## src/rtl/lifo_pkg.sv

```systemverilog
package lifo_pkg;
  typedef enum logic [1:0] {
    OP_IDLE    = 2'd0,
    OP_PUSH    = 2'd1,
    OP_POP     = 2'd2,
    OP_REPLACE = 2'd3
  } stack_op_e;
endpackage

```

## src/rtl/lifo_ctrl.sv

```systemverilog
module lifo_ctrl
  import lifo_pkg::*;
#(
  parameter int DEPTH = 32,
  parameter int AW    = $clog2(DEPTH)
) (
  input  logic          clk,
  input  logic          clr,
  input  logic          push,
  input  logic          pop,
  output logic          mem_we,
  output logic [AW-1:0] mem_waddr,
  output logic [AW-1:0] rd_next,
  output logic          next_empty,
  output logic          full,
  output logic          empty
);
  localparam int CW = $clog2(DEPTH + 1);

  stack_op_e     op;
  logic [AW-1:0] wr_ptr, rd_ptr, wr_n, rd_n;
  logic [CW-1:0] cnt, cnt_n;

  // Requests that cannot be served collapse to idle.
  always_comb begin
    op = OP_IDLE;
    if (push && pop) begin
      if (!empty) op = OP_REPLACE;
    end else if (push) begin
      if (!full) op = OP_PUSH;
    end else if (pop) begin
      if (!empty) op = OP_POP;
    end
  end

  always_comb begin
    wr_n  = wr_ptr;
    rd_n  = rd_ptr;
    cnt_n = cnt;
    case (op)
      OP_PUSH: begin
        wr_n  = wr_ptr - AW'(1);
        rd_n  = rd_ptr - AW'(1);
        cnt_n = cnt + CW'(1);
      end
      OP_POP: begin
        wr_n  = wr_ptr + AW'(1);
        rd_n  = rd_ptr + AW'(1);
        cnt_n = cnt - CW'(1);
      end
      default: ;
    endcase
  end

  assign mem_we     = (op == OP_PUSH) || (op == OP_REPLACE);
  assign mem_waddr  = (op == OP_PUSH) ? wr_ptr : rd_ptr;
  assign rd_next    = rd_n;
  assign next_empty = (cnt_n == '0);

  always_ff @(posedge clk) begin
    if (clr) begin
      wr_ptr <= AW'(DEPTH - 1);
      rd_ptr <= '0;
      cnt    <= '0;
      full   <= 1'b0;
      empty  <= 1'b1;
    end else begin
      wr_ptr <= wr_n;
      rd_ptr <= rd_n;
      cnt    <= cnt_n;
      full   <= (cnt_n == CW'(DEPTH));
      empty  <= (cnt_n == '0);
    end
  end

  a_r9_rd_tracks_wr: assert property (@(posedge clk) disable iff (clr)
    rd_ptr == AW'(wr_ptr + AW'(1)));

  a_r6_flags_exclusive: assert property (@(posedge clk) disable iff (clr)
    !(full && empty));

  a_r3_push_grows: assert property (@(posedge clk) disable iff (clr)
    (push && !pop && !full) |=> (cnt == CW'($past(cnt) + CW'(1))));

  a_r5_replace_keeps_depth: assert property (@(posedge clk) disable iff (clr)
    (push && pop && !empty) |=> $stable(cnt));

  a_r7_full_push_ignored: assert property (@(posedge clk) disable iff (clr)
    (push && !pop && full) |=> (full && $stable(wr_ptr)));

  a_r8_empty_pop_ignored: assert property (@(posedge clk) disable iff (clr)
    (pop && empty) |=> (empty && $stable(rd_ptr)));
endmodule

```

## src/rtl/lifo_mem.sv

```systemverilog
module lifo_mem #(
  parameter int DEPTH = 32,
  parameter int WIDTH = 16,
  parameter int AW    = $clog2(DEPTH)
) (
  input  logic             clk,
  input  logic             clr,
  input  logic             we,
  input  logic [AW-1:0]    waddr,
  input  logic [WIDTH-1:0] wdata,
  input  logic [AW-1:0]    raddr,
  input  logic             zero_out,
  output logic [WIDTH-1:0] q
);
  logic [WIDTH-1:0] mem [DEPTH];

  // Write port: no reset so the array maps onto block RAM.
  always_ff @(posedge clk) begin
    if (we) mem[waddr] <= wdata;
  end

  // Registered read of the next top, bypassing the word written this edge.
  always_ff @(posedge clk) begin
    if (clr || zero_out)             q <= '0;
    else if (we && (waddr == raddr)) q <= wdata;
    else                             q <= mem[raddr];
  end
endmodule

```

## src/rtl/lifo_replace_stack.sv

```systemverilog
module lifo_replace_stack #(
  parameter int DEPTH = 32,
  parameter int WIDTH = 16
) (
  input  logic             clk,
  input  logic             clr,
  input  logic [WIDTH-1:0] d,
  input  logic             push,
  input  logic             pop,
  output logic [WIDTH-1:0] q,
  output logic             full,
  output logic             empty
);
  localparam int AW = $clog2(DEPTH);

  logic          mem_we;
  logic [AW-1:0] mem_waddr;
  logic [AW-1:0] rd_next;
  logic          next_empty;

  lifo_ctrl #(.DEPTH(DEPTH), .AW(AW)) u_ctrl (
    .clk       (clk),
    .clr       (clr),
    .push      (push),
    .pop       (pop),
    .mem_we    (mem_we),
    .mem_waddr (mem_waddr),
    .rd_next   (rd_next),
    .next_empty(next_empty),
    .full      (full),
    .empty     (empty)
  );

  lifo_mem #(.DEPTH(DEPTH), .WIDTH(WIDTH), .AW(AW)) u_mem (
    .clk     (clk),
    .clr     (clr),
    .we      (mem_we),
    .waddr   (mem_waddr),
    .wdata   (d),
    .raddr   (rd_next),
    .zero_out(next_empty),
    .q       (q)
  );

  a_r3_q_shows_pushed: assert property (@(posedge clk) disable iff (clr)
    (push && !full && !empty) |=> (q == $past(d)));

  a_r8_empty_q_zero: assert property (@(posedge clk) disable iff (clr)
    (pop && empty) |=> (q == '0));
endmodule

```

## config.mk

```make
export PLATFORM = sky130hd
export DESIGN_NAME = lifo_replace_stack
export DESIGN_NICKNAME = d
export VERILOG_FILES = /design/src/rtl/lifo_pkg.sv /design/src/rtl/lifo_ctrl.sv /design/src/rtl/lifo_mem.sv /design/src/rtl/lifo_replace_stack.sv
export SDC_FILE = /design/constraint.sdc
export NUM_CORES = 1
export LEC_CHECK = 0
export ABC_AREA = 1
export ABC_CLOCK_PERIOD_IN_PS = 2800
export BUFFER_PORTS_ARGS = -buffer_cell sky130_fd_sc_hd__buf_2
export CAP_MARGIN = 10
export CORE_MARGIN = 4
export CORE_UTILIZATION = 25
export CTS_CLUSTER_DIAMETER = 30
export DETAILED_ROUTE_END_ITERATION = 8
export SLEW_MARGIN = 20
export SYNTH_ARGS = -nofsm -noshare
export SYNTH_HDL_FRONTEND = slang
export SYNTH_SLANG_ARGS = --single-unit
export TNS_END_PERCENT = 5
```

## constraint.sdc

```tcl
create_clock -name clk -period 2.8 [get_ports clk]
set_input_delay 0.42 -clock clk [delete_from_list [all_inputs] [get_ports clk]]
set_output_delay 0.42 -clock clk [all_outputs]
set_load 0.02 [all_outputs]
```

# Yosys cells after proc, flatten, opt, wreduce, memory -nomap -nowiden
# Memories as Yosys holds them, arrays and structs flattened. A register that Yosys moved wholly into a read port is not among the register bits.
# Cells that the tools add are included.
[classes]
reduce_logical = 5
mux = 12
eq_ne = 4
add_sub_neg = 6
[ops]
columns = ["op", "n"]
rows = [
  ["$pmux 5 s2", 2],
  ["$pmux 6 s2", 1],
  ["$add 5x1->5 const B", 2],
  ["$mux 2", 5],
  ["$sub 5x1->5 const B", 2],
  ["$add 6x1->6 const B", 1],
  ["$eq 6x6->1 const B", 1],
  ["$logic_not 6->1", 1],
  ["$sub 6x1->6 const B", 1],
  ["$mux 5", 1],
  ["$eq 2x2->1 const B", 2],
  ["$mux 1", 3],
  ["$eq 2x1->1 const B", 1],
  ["$logic_or 1x1->1", 2],
  ["$reduce_bool 2->1", 1],
  ["$logic_and 1x1->1", 1],
]
[totals]
out_inout_bits = 18
mem_bits_rw = 512
reg_bits = 18
inputBits = 20
word_cells = 33
memories = 1
[mem_list]
columns = ["name", "depth", "word_bits", "rd", "rd_clocked_by_memory_dff", "wr", "line_no", "text"]
rows = [
  ["u_mem.mem", 32, 16, 1, 1, 1, "lifo_mem.sv:15", "logic [WIDTH-1:0] mem [DEPTH];"],
]

# Logic depth before layout (Yosys ltp)
# Gate-level depths: netlist of run 1.
[depth]
depth_word = 8
depth_mapped = 23

# By module
# Synthesis of run 1 repeated with hierarchy kept, for this count alone.
[hier_totals]
hier_cells = 1998
hier_area_um2 = 22838.2
[modules_own_cells]
columns = ["module", "area_per_inst_um2", "cells_per_inst", "instances", "seq_area_each_um2"]
rows = [
  ["lifo_mem", 21555.7, 1810, 1, 15695.1],
  ["lifo_ctrl", 1282.5, 188, 1, 360.3],
]

# Worst setup path after synthesis of run 1
# OpenSTA, ideal clock, no wires.
[synth_timing]
kind = "reg2reg"
from = "reg u_ctrl.empty"
to = "reg u_mem.q[10] (read register of u_mem.mem)"
period_less_slack_ns = 2.909
path_buffers = 1
slack_ns = -0.109
t_arrival_ns = 2.798
setup_ns = 0.111
path_stages_with_launch = 18
path_cell_list = "dfxtp_1 -> inv_1 -> nand2_1 -> a21boi_2 -> inv_1 -> ha_1 -> fa_1 -> o21ai_4 -> inv_2 -> nand2_1 -> nand3_1 -> nor2_2 -> nand2_2 -> nor2_4 -> buf_2 -> nand3b_1 -> nand2_1 -> nor2_1"
[synth_between]
elab_chain_cells = 8
elab_cells_between_ends = 11
[synth_rtl]
columns = ["element", "line_no", "text"]
rows = [
  ["from (decl)", "lifo_ctrl.sv:16", "output logic empty"],
  ["from (signal assigned)", "lifo_ctrl.sv:72", "empty <= (cnt_n == '0);"],
  ["$mux 2", "lifo_ctrl.sv:32", "if (!empty) op = OP_POP;"],
  ["$mux 2", "lifo_ctrl.sv:31", "end else if (pop) begin"],
  ["$mux 2", "lifo_ctrl.sv:29", "end else if (push) begin"],
  ["$mux 2 (*)", "lifo_ctrl.sv:27", "if (push && pop) begin"],
  ["$eq 2x2->1 or $eq 2x1->1 (tied branches)", "lifo_ctrl.sv:40", "case (op)"],
  ["$pmux 6 s2", "lifo_ctrl.sv:40", ""],
  ["$logic_not 6->1", "lifo_ctrl.sv:58", "assign next_empty = (cnt_n == '0);"],
  ["$logic_or 1x1->1", "lifo_mem.sv:24", "if (clr || zero_out) q <= '0;"],
  ["to (decl)", "lifo_mem.sv:13", "output logic [WIDTH-1:0] q"],
]
# Mark *: on every way between the ends. The rest lies on a longest branch, timed or not.
# A chain may end at the register's enable or synchronous reset.

# Final worst setup path of run 1
[layout_timing]
from = "reg u_ctrl.empty"
to = "reg u_mem.q[2] (read register of u_mem.mem)"
# The elaborated chain is that of the path after synthesis.

==> results of run 1 <==
==> flip-flops by register name (all words and copies together), names as in the netlist <==
signal         count
u_ctrl.cnt         6
u_ctrl.empty       1
u_ctrl.full        1
u_ctrl.rd_ptr      5
u_ctrl.wr_ptr      5
u_mem.mem        512
u_mem.q           16
==> power by group through the flow <==
stage | sequential [uW] | clock [uW] | combinational [uW]
5_1_grt | 9740 | 13800 | 18400
3_3_place_gp | 9850 | 0 | 15300
4_1_cts | 9710 | 13400 | 16100
2_1_floorplan | 9830 | 0 | 8490
3_5_place_dp | 9850 | 0 | 15300
6_report | 9710 | 13200 | 17000
==> metal layers <==
layer | global-route usage | vias up | share of wire | wire length, um
li1 | - | 8329 | - | -
met1 | 0.178 | 8383 | 0.43 | 30800
met2 | 0.214 | 655 | 0.46 | 32900
met3 | 0.0248 | 133 | 0.065 | 4620
met4 | 0.0535 | 2 | 0.035 | 2500
met5 | 0 | - | 0.00018 | 13
==> repair_timing <==
| item | 4_1_cts | 5_1_grt |
|---|---|---|
| setup endpoints to repair | 16 | 241 |
| pin swaps | 3 | 12 |
| cloned | 2 | 5 |
| resized for setup | 29 | 34 |
| buffers inserted | 6 | 12 |
==> metrics by stage <==
stage	instances	TNS (ns)	util
final	4000	-0.255	0.333
after global routing	3999	-2.85	0.333
after CTS	3982	-0.245	0.329
after detailed placement	3767	-5.03	0.287
after global placement	3767	-4.91	0.287
after floorplan	2419	-0.170	-
==> Yosys cell counts (3+ instances only) <==
cell type	count
nand2_1	830
edfxtp_1	512
inv_1	377
nand3_1	344
nor2_1	80
buf_2	75
dfxtp_1	34
a21oi_1	25
o21ai_1	19
clkbuf_1	18
nand3b_1	18
buf_1	17
o211ai_1	15
ha_1	12
inv_2	6
nand2_2	5
o21ai_0	5
xor2_1	4
fa_1	3
==> cell type report <==
class,count,area share
Clock buffer,143,0.0953
Inverter,387,0.0467
Clock inverter,64,0.0245
Multi-Input combinational cell,1373,0.196
Timing Repair Buffer,220,0.0807
Antenna cell,1,0.0000789
Timing Repair inverter,1,0.000513
Tap cell,1265,0.0499
Sequential cell,546,0.506
==> critical path, cell delays in order, from the launching register on <==
cell and delay [ns]:
dfxtp_2 0.32, inv_2 0.04, nand2_2 0.05, a21boi_2 0.17
inv_1 0.09, ha_4 0.16, buf_4 0.13, inv_2 0.09
ha_4 0.21, nand2_1 0.06, nand2_1 0.04, nand2_1 0.09
nand2_4 0.12, inv_6 0.11, buf_4 0.29, nand3_1 0.11
nand2_1 0.12, nand2_1 0.12, nand3_1 0.20, nand2_1 0.07
nor2_1 0.10, nor2_1 0.04
==> cells by family after synthesis <==
group | Yosys count | synth area share
XOR/XNOR | 6 | 0.00218
adder cells (fa/ha/maj) | 15 | 0.00873
AND/OR/NAND/NOR | 1280 | 0.222
flip-flops | 546 | 0.667
buffers and inverters | 500 | 0.0828
AO/OA/AOI/OAI | 72 | 0.0179
==> final timing paths <==
check / start / end / cells after the start
min: clr / u_ctrl.rd_ptr[4]$_SDFF_PP0_ / 2
min reg2reg: u_ctrl.wr_ptr[2]$_SDFFE_PP1N_ / u_ctrl.wr_ptr[2]$_SDFFE_PP1N_ / 2
max: u_ctrl.empty$_SDFF_PP1_ / u_mem.q[2]$_SDFF_PP0_ / 21
max reg2reg: u_ctrl.empty$_SDFF_PP1_ / u_mem.q[2]$_SDFF_PP0_ / 21
==> results.cfg, run 1 <==
[clock_network]
clk_latency_ns = 0.65
cts.clk_slew.worst_paths_ns = 0.05
clockBufferDepth = 3
htree_levels = 3
cts_tree = built
cts_buffers = 112
holdBufCountCts = 0
cts_sinks = 546
cts_root_buffer = clkbuf_16

[placement]
dp_hpwl_mm = 42.0
globalplace.congestion = 0.817
place_area_mm2 = 0.0274
dpl_worst_slack_ns = -0.399
io_buffer_count = 37

[timing]
setup_viol = 12
rsz0062_at_grt = yes
timing.final.max_slew_violations = 0
max_slew_margin = 0.367
max_freq_mhz = 351
postLayoutSetupSlackWorst_ns = -0.0513
fin_worst_hold_slack_ns = 0.172
fin_crit_ns = 2.85
worst_slew_pin_slew_ns = 0.949
skew_ns = 0.0299
period_share = 1.02
hold_viol = 0

[die]
placementRows = 113
die-width_um = 318
start_util = 0.253
core-area_mm2 = 0.0953
dieArea_mm2 = 0.101
io_pins = 38
die_h_um = 318

[power]
finalPower_uw = 40000
power_switching_uw = 15100
swShare = 0.377
seq_power_share = 0.243
vdd_drop_max_mv = 0.535
clkPwrFrac = 0.331
pwr-share-comb = 0.426
leakage_uw = 0.0134
powerDensity_mw_per_mm2 = 1260
internal_power_uw = 24900

[logic_synthesis]
synth_top_area_frac = 0.639
synthFlopType = edfxtp_1
avgSynthCellArea_um2 = 9.95
synthCells = 2419
ys_ff_latch = 546
ys_types = 34
syn_nets = 2454
synthArstFlopShare = 0
synth.area.top_cells = edfxtp_1 64%, nand2_1 13%, nand3_1 7.2%, inv_1 5.9%, dfxtp_1 2.8%
yosys_warnings = 0
netlist_area_mm2 = 0.0241
synth_top_cell_by_area = edfxtp_1
ys_seq_area_frac = 0.667
synth_edf_count = 512

[route]
ant_nets = 0
wl_mm = 70.9
vias = 17500
drt_pass1_iterations = 5
wl_per_cell_um = 17.7
avgViaCountPerCell = 4.38
drc_errors = 0
drt_iter0_markers = 1743

[status]
violations = negative setup slack
status = finished, violations left

[final_layout]
fin_nets = 2676
final_cell_area_mm2 = 0.0317
drive_gt1_frac = 0.169
final_cell_mix = 813 x nand2_1, 512 x edfxtp_1, 372 x inv_1
multiInputGateArea_mm2 = 0.00622
seqCellArea_mm2 = 0.0161
fillers = 9527
area_growth_pct = 31.8
final_common_cell = nand2_1

[setup_path]
arrival_ns = 3.39
start_kind = register
rrSetupSlack_ns = -0.05
cp.required_ns = 3.34
crit_fanout = 16
criticalPathCategory = reg -> reg
end_kind = register

[run]
drv_cap = 0

[global_routing]
grt_overflow = 0
grt.total_usage = 0.133
grt_antenna_before_repair = 4
grt_pass1_vias = 16900
grt_pass1_wl_mm = 104
grt_max_degree = 38

[hold_path]
hold_class = in -> reg
Note: power is estimated with default switching activity, not from simulation.
==> run 2, diff against run 1 <==
Settings changed: CORE_MARGIN 4 to 2, PLACE_DENSITY from default to 0.49.
==> results.cfg, run 2 (synthesis gave the netlist of run 1 again) <==
[power]
clkPwrFrac = 0.328
swShare = 0.387
seq_power_share = 0.227
powerDensity_mw_per_mm2 = 1310
power_switching_uw = 16600
vdd_drop_max_mv = 0.761
internal_power_uw = 26200
leakage_uw = 0.0137
pwr-share-comb = 0.445

[setup_path]
criticalPathCategory = reg -> reg
slowest_stage = fa_2
worstPathCellList = inv_2 > nand2_2 > a21boi_2 > inv_2 > ha_4 > fa_2 > o21ai_4 > buf_12 > buf_16 > nand2_4 > nand3_2 > nor2_2 > nand2_2 > nor2_4 > nand2_4 > clkinv_8 > nand2_4 > nand2_2 > nor2_1
arrival_ns = 3.34
end_kind = register
crit_fanout = 8
cpPeakStageDelay_ns = 0.55
cp.required_ns = 3.34
start_kind = register

[timing]
tns_ns = 0
timing.final.max_slew_violations = 0
max_freq_mhz = 357
fin_crit_ns = 2.80
hold_viol = 0
setup_viol = 0
rsz0062_at_grt = yes
period_share = 0.999
worst_slew_pin_slew_ns = 0.893
max_slew_margin = 0.405
fin_worst_hold_slack_ns = 0.176
skew_ns = 0.0329

[route]
drt_pass1_iterations = 7
drc_errors = 0
avgViaCountPerCell = 4.38
wl_per_cell_um = 19.6
vias = 17700
drt_iter0_markers = 1528
wl_mm = 79.0
ant_nets = 0

[clock_network]
cts_root_buffer = clkbuf_16
clk_latency_ns = 0.68
cts_tree = built
cts_sinks = 546
htree_levels = 3
cts.clk_slew.worst_paths_ns = 0.04
clockBufferDepth = 3
cts_buffers = 119

[final_layout]
final_common_cell = nand2_1
fillers = 9525
drive_gt1_frac = 0.202
fin_cells = 4031
fin_nets = 2700
area_growth_pct = 35.5
reg_top3 = u_mem.mem x512, u_mem.q x16, u_ctrl.cnt x6
final_cell_mix = 790 x nand2_1, 512 x edfxtp_1, 371 x inv_1
max_flop_register = u_mem.mem
largest_reg_flops = 512

[global_routing]
grt_max_degree = 49
grt_pass1_wl_mm = 112
grt_pass1_vias = 17000
grt.total_usage = 0.153
grt_overflow = 0
grt_antenna_before_repair = 9

[die]
placementRows = 113
dieArea_mm2 = 0.0988
io_pins = 38
start_util = 0.253
die-width_um = 314
die_h_um = 314
core-area_mm2 = 0.0952

[placement]
globalplace.congestion = 0.839
dp_hpwl_mm = 46.3
io_buffer_count = 37
dpl.cell_count = 3776

[status]
status = finished clean

[hold_path]
hold_class = in -> reg

[run]
drv_cap = 0
[run 2: final cells by class]
| type | instances | area, um2 | share of cell area |
|---|---|---|---|
| clock inverters | 87 | 1010 | 0.0310 |
| repair buffers | 237 | 2950 | 0.0903 |
| multi-input cells | 1373 | 6470 | 0.198 |
| diodes | 1 | 2.50 | 0.0000767 |
| flip-flops and latches | 546 | 16100 | 0.492 |
| clock buffers | 134 | 3060 | 0.0936 |
| well taps | 1265 | 1580 | 0.0485 |
| repair inverters | 1 | 11.3 | 0.000345 |
| inverters | 387 | 1490 | 0.0457 |
[run 2: timing repair]
| action | 4_1_cts | 5_1_grt |
|---|---|---|
| cloned | 3 | 13 |
| endpoints found under the setup margin | 57 | 307 |
| gates resized for setup | 40 | 93 |
| buffers inserted | 5 | 13 |
| pin swaps | 9 | 40 |
| hold buffers | 0 | 0 |
[run 2: worst paths after layout]
path	startpoint	to	slack, ns	cells after the start
worst max-delay path	u_ctrl.full$_SDFF_PP0_	u_mem.q[14]$_SDFF_PP0_	0.003	19
worst min-delay path	clr	u_ctrl.cnt[1]$_SDFF_PP0_	0.18	2
worst max register to register	u_ctrl.full$_SDFF_PP0_	u_mem.q[14]$_SDFF_PP0_	0.003	19
worst min register to register	u_ctrl.wr_ptr[2]$_SDFFE_PP1N_	u_ctrl.wr_ptr[2]$_SDFFE_PP1N_	0.51	2
[run 2: per-layer routing]
metal | wire [um] | share of wire | track usage
met5 | 26 | 0.00033 | 0
met4 | 3030 | 0.038 | 0.0658
met3 | 5220 | 0.066 | 0.0269
met2 | 36400 | 0.46 | 0.243
met1 | 34300 | 0.43 | 0.205
[run 2: worst max-delay path, delay by kind of cell (launching register included)]
kind,cells,cell delay (ns)
AND/OR/NAND/NOR,10,0.86
adder cells (fa/ha/maj),2,0.72
buffers and inverters,5,0.53
flip-flops,1,0.32
AO/OA/AOI/OAI,2,0.22
[run 2: power by group through the flow]
stage / Clock (uW) / Combinational [uW] / Sequential (uW)
global placement: 0 / 16000 / 9840
global route: 14600 / 20500 / 9730
finish: 14000 / 19000 / 9710
detailed placement: 0 / 15900 / 9840
CTS: 14200 / 16900 / 9700
floorplan: 0 / 8490 / 9830
[run 2: metrics by stage]
step / setup WS, ns / total power, uW / cell area [um2] / utilization
2_1_floorplan: -0.0170 / 18300 / 24100 / -
3_3_place_gp: -0.562 / 25800 / 27500 / 0.289
3_5_place_dp: -0.532 / 25700 / 27500 / 0.289
4_1_cts: -0.0461 / 40800 / 31900 / 0.335
5_1_grt: -0.126 / 44900 / 32600 / 0.343
6_report: 0.00253 / 42800 / 32600 / 0.343
==> run 3, diff against run 2 <==
Settings changed: ABC_AREA 1 to default.
==> results.cfg, run 3 <==
[hold_path]
hold_class = in -> reg
whs_path_depth = 2

[route]
drc_errors = 0
wl_per_cell_um = 23.8
vias = 17200
drt_iter0_markers = 1288
drt_pass1_iterations = 7
wl_mm = 83.9
ant_nets = 0
avgViaCountPerCell = 4.87

[status]
violations = negative setup slack
status = finished, violations left

[timing]
period_share = 1.21
rsz0062_at_grt = yes
max_slew_margin = 0.374
fin_worst_hold_slack_ns = 0.136
max_freq_mhz = 294
tns_ns = -8.75
postLayoutSetupSlackWorst_ns = -0.602
hold_viol = 0
timing.final.max_slew_violations = 0
skew_ns = 0.0252
fin_crit_ns = 3.40
setup_viol = 19
worst_slew_pin_slew_ns = 0.939

[global_routing]
grt_overflow = 0
grt_pass1_vias = 18000
grt.total_usage = 0.153
grt_antenna_before_repair = 8
grt_pass1_wl_mm = 121
grt_max_degree = 83

[final_layout]
final_cell_mix = 512 x edfxtp_1, 393 x mux2i_1, 178 x buf_4
drive_gt1_frac = 0.372
max_flop_register = u_mem.mem
largest_reg_flops = 512
fin_cells = 3526
final_common_cell = edfxtp_1
fillers = 10000
final_cell_area_mm2 = 0.0366
fin_nets = 2067
reg_top3 = u_mem.mem x512, u_mem.q x16, u_ctrl.cnt x6
area_growth_pct = 37.4

[die]
start_util = 0.253
placementRows = 119
core-area_mm2 = 0.105
io_pins = 38
dieArea_mm2 = 0.109
die_h_um = 330
die-width_um = 330

[logic_synthesis]
yosys_warnings = 0
ys_seq_area_frac = 0.603
ys_types = 63
synth_top_area_frac = 0.577
synthCells = 1712
synth_edf_count = 512
synthArstFlopShare = 0
avgSynthCellArea_um2 = 15.6
synthFlopType = edfxtp_1
netlist_area_mm2 = 0.0266
synth_top_cell_by_area = edfxtp_1
yosysMostFrequentCell = edfxtp_1
synth.top_cells.by_count = 512 x edfxtp_1, 402 x mux2i_1, 132 x mux4_2
synth.area.top_cells = edfxtp_1 58%, mux2i_1 15%, mux4_2 11%, dfxtp_1 2.6%, o22ai_1 1.4%
syn_nets = 1747
ys_ff_latch = 546

[clock_network]
cts.clk_slew.worst_paths_ns = 0.04
cts_buffers = 136
clockBufferDepth = 3
htree_levels = 4
cts_tree = built
clk_latency_ns = 0.70
cts_root_buffer = clkbuf_16
cts_sinks = 546
holdBufCountCts = 0

[setup_path]
cp.required_ns = 3.39
arrival_ns = 3.99
start_kind = register
crit_fanout = 7
end_kind = register
r2r_cells = 15
criticalPathCategory = reg -> reg

[placement]
place_area_mm2 = 0.0310
globalplace.congestion = 0.803
dpl_worst_slack_ns = -1.09
dp_hpwl_mm = 51.7
dpl.cell_count = 3264
io_buffer_count = 37

[power]
vdd_drop_max_mv = 0.613
leakage_uw = 0.0125
powerDensity_mw_per_mm2 = 1390

[run]
drv_cap = 0
## run 3: changes by cell type after synthesis, sizes merged, moves of 15 or more
| cell | previous run | this run |
|---|---|---|
| nand3b | 18 | 0 |
| a22o | 0 | 15 |
| nand2 | 836 | 69 |
| nand3 | 344 | 71 |
| mux4 | 0 | 132 |
| mux2i | 0 | 402 |
| o21ai | 27 | 12 |
| buf | 95 | 71 |
| inv | 384 | 11 |
| o22ai | 1 | 61 |
| a22oi | 0 | 15 |
| clkbuf | 18 | 54 |
| a32oi | 0 | 15 |
## run 3: final timing paths
check,startpoint,to,slack (ns)
worst max-delay path,u_ctrl.empty$_SDFF_PP1_,u_mem.q[2]$_SDFF_PP0_,-0.60
worst min-delay path,clr,u_ctrl.cnt[0]$_SDFF_PP0_,0.14
worst max register to register,u_ctrl.empty$_SDFF_PP1_,u_mem.q[2]$_SDFF_PP0_,-0.60
worst min register to register,u_ctrl.cnt[2]$_SDFF_PP0_,u_ctrl.cnt[2]$_SDFF_PP0_,0.54
## run 3: cell type report
type,count,area (um2),area share
timing repair buffer,307,3300,0.0901
multi-input combinational,1028,10800,0.295
clock buffer,151,3580,0.0977
tap,1391,1740,0.0475
sequential,546,16100,0.439
clock inverter,89,1060,0.0290
antenna,1,2.50,0.0000684
inverter,13,61.3,0.00167
## run 3: cell families (layout without fill, tap and decap cells)
logic type	Yosys count	after routing	share of synthesized area
flip-flops	546	546	0.603
multiplexers	538	538	0.264
AND/OR/NAND/NOR	272	272	0.0475
AO/OA/AOI/OAI	189	189	0.0491
buffers and inverters	138	560	0.0233
adder cells (fa/ha/maj)	15	15	0.00789
XOR/XNOR	14	14	0.00517
other	0	1	0
## run 3: layer usage
layer  wire (um)  global-route usage  part of all wire
met1       35800               0.198              0.43
met2       40700               0.253              0.49
met3        4730              0.0294             0.056
met4        2600              0.0609             0.031
met5          11                   0           0.00013
## run 3: per-stage QoR
step                      total power [uW]   util
after floorplan                      23000      -
after global placement               32200  0.294
after detailed placement             32400  0.294
after CTS                            49500  0.341
after global routing                 53000  0.347
final                                50900  0.347
## run 3: repair_timing
item                       CTS  global route
buffers inserted            11            21
pin swaps                   11            70
gates cloned                 1             6
setup endpoints to repair   21           216
gates resized for setup     40            82
## run 3: power by group
| part | internal (uW) | total [uW] | switching, uW |
|---|---|---|---|
| Clock | 11000 | 15700 | 4710 |
| Combinational | 12100 | 25500 | 13300 |
| Sequential | 9440 | 9750 | 309 |
| Total | 32600 | 50900 | 18300 |
## run 3: critical path, cell delays in order, from the launching register on
cell and delay, ns:
dfxtp_4 0.36, nor2b_4 0.14, o21ai_4 0.07, ha_4 0.17
fa_4 0.88, buf_12 0.13, clkbuf_16 0.15, buf_8 0.15
mux2i_1 0.20, mux2i_1 0.12, o22ai_1 0.17, nor2_1 0.07
buf_4 0.15, a22oi_2 0.29, a22o_1 0.17, a21oi_1 0.06
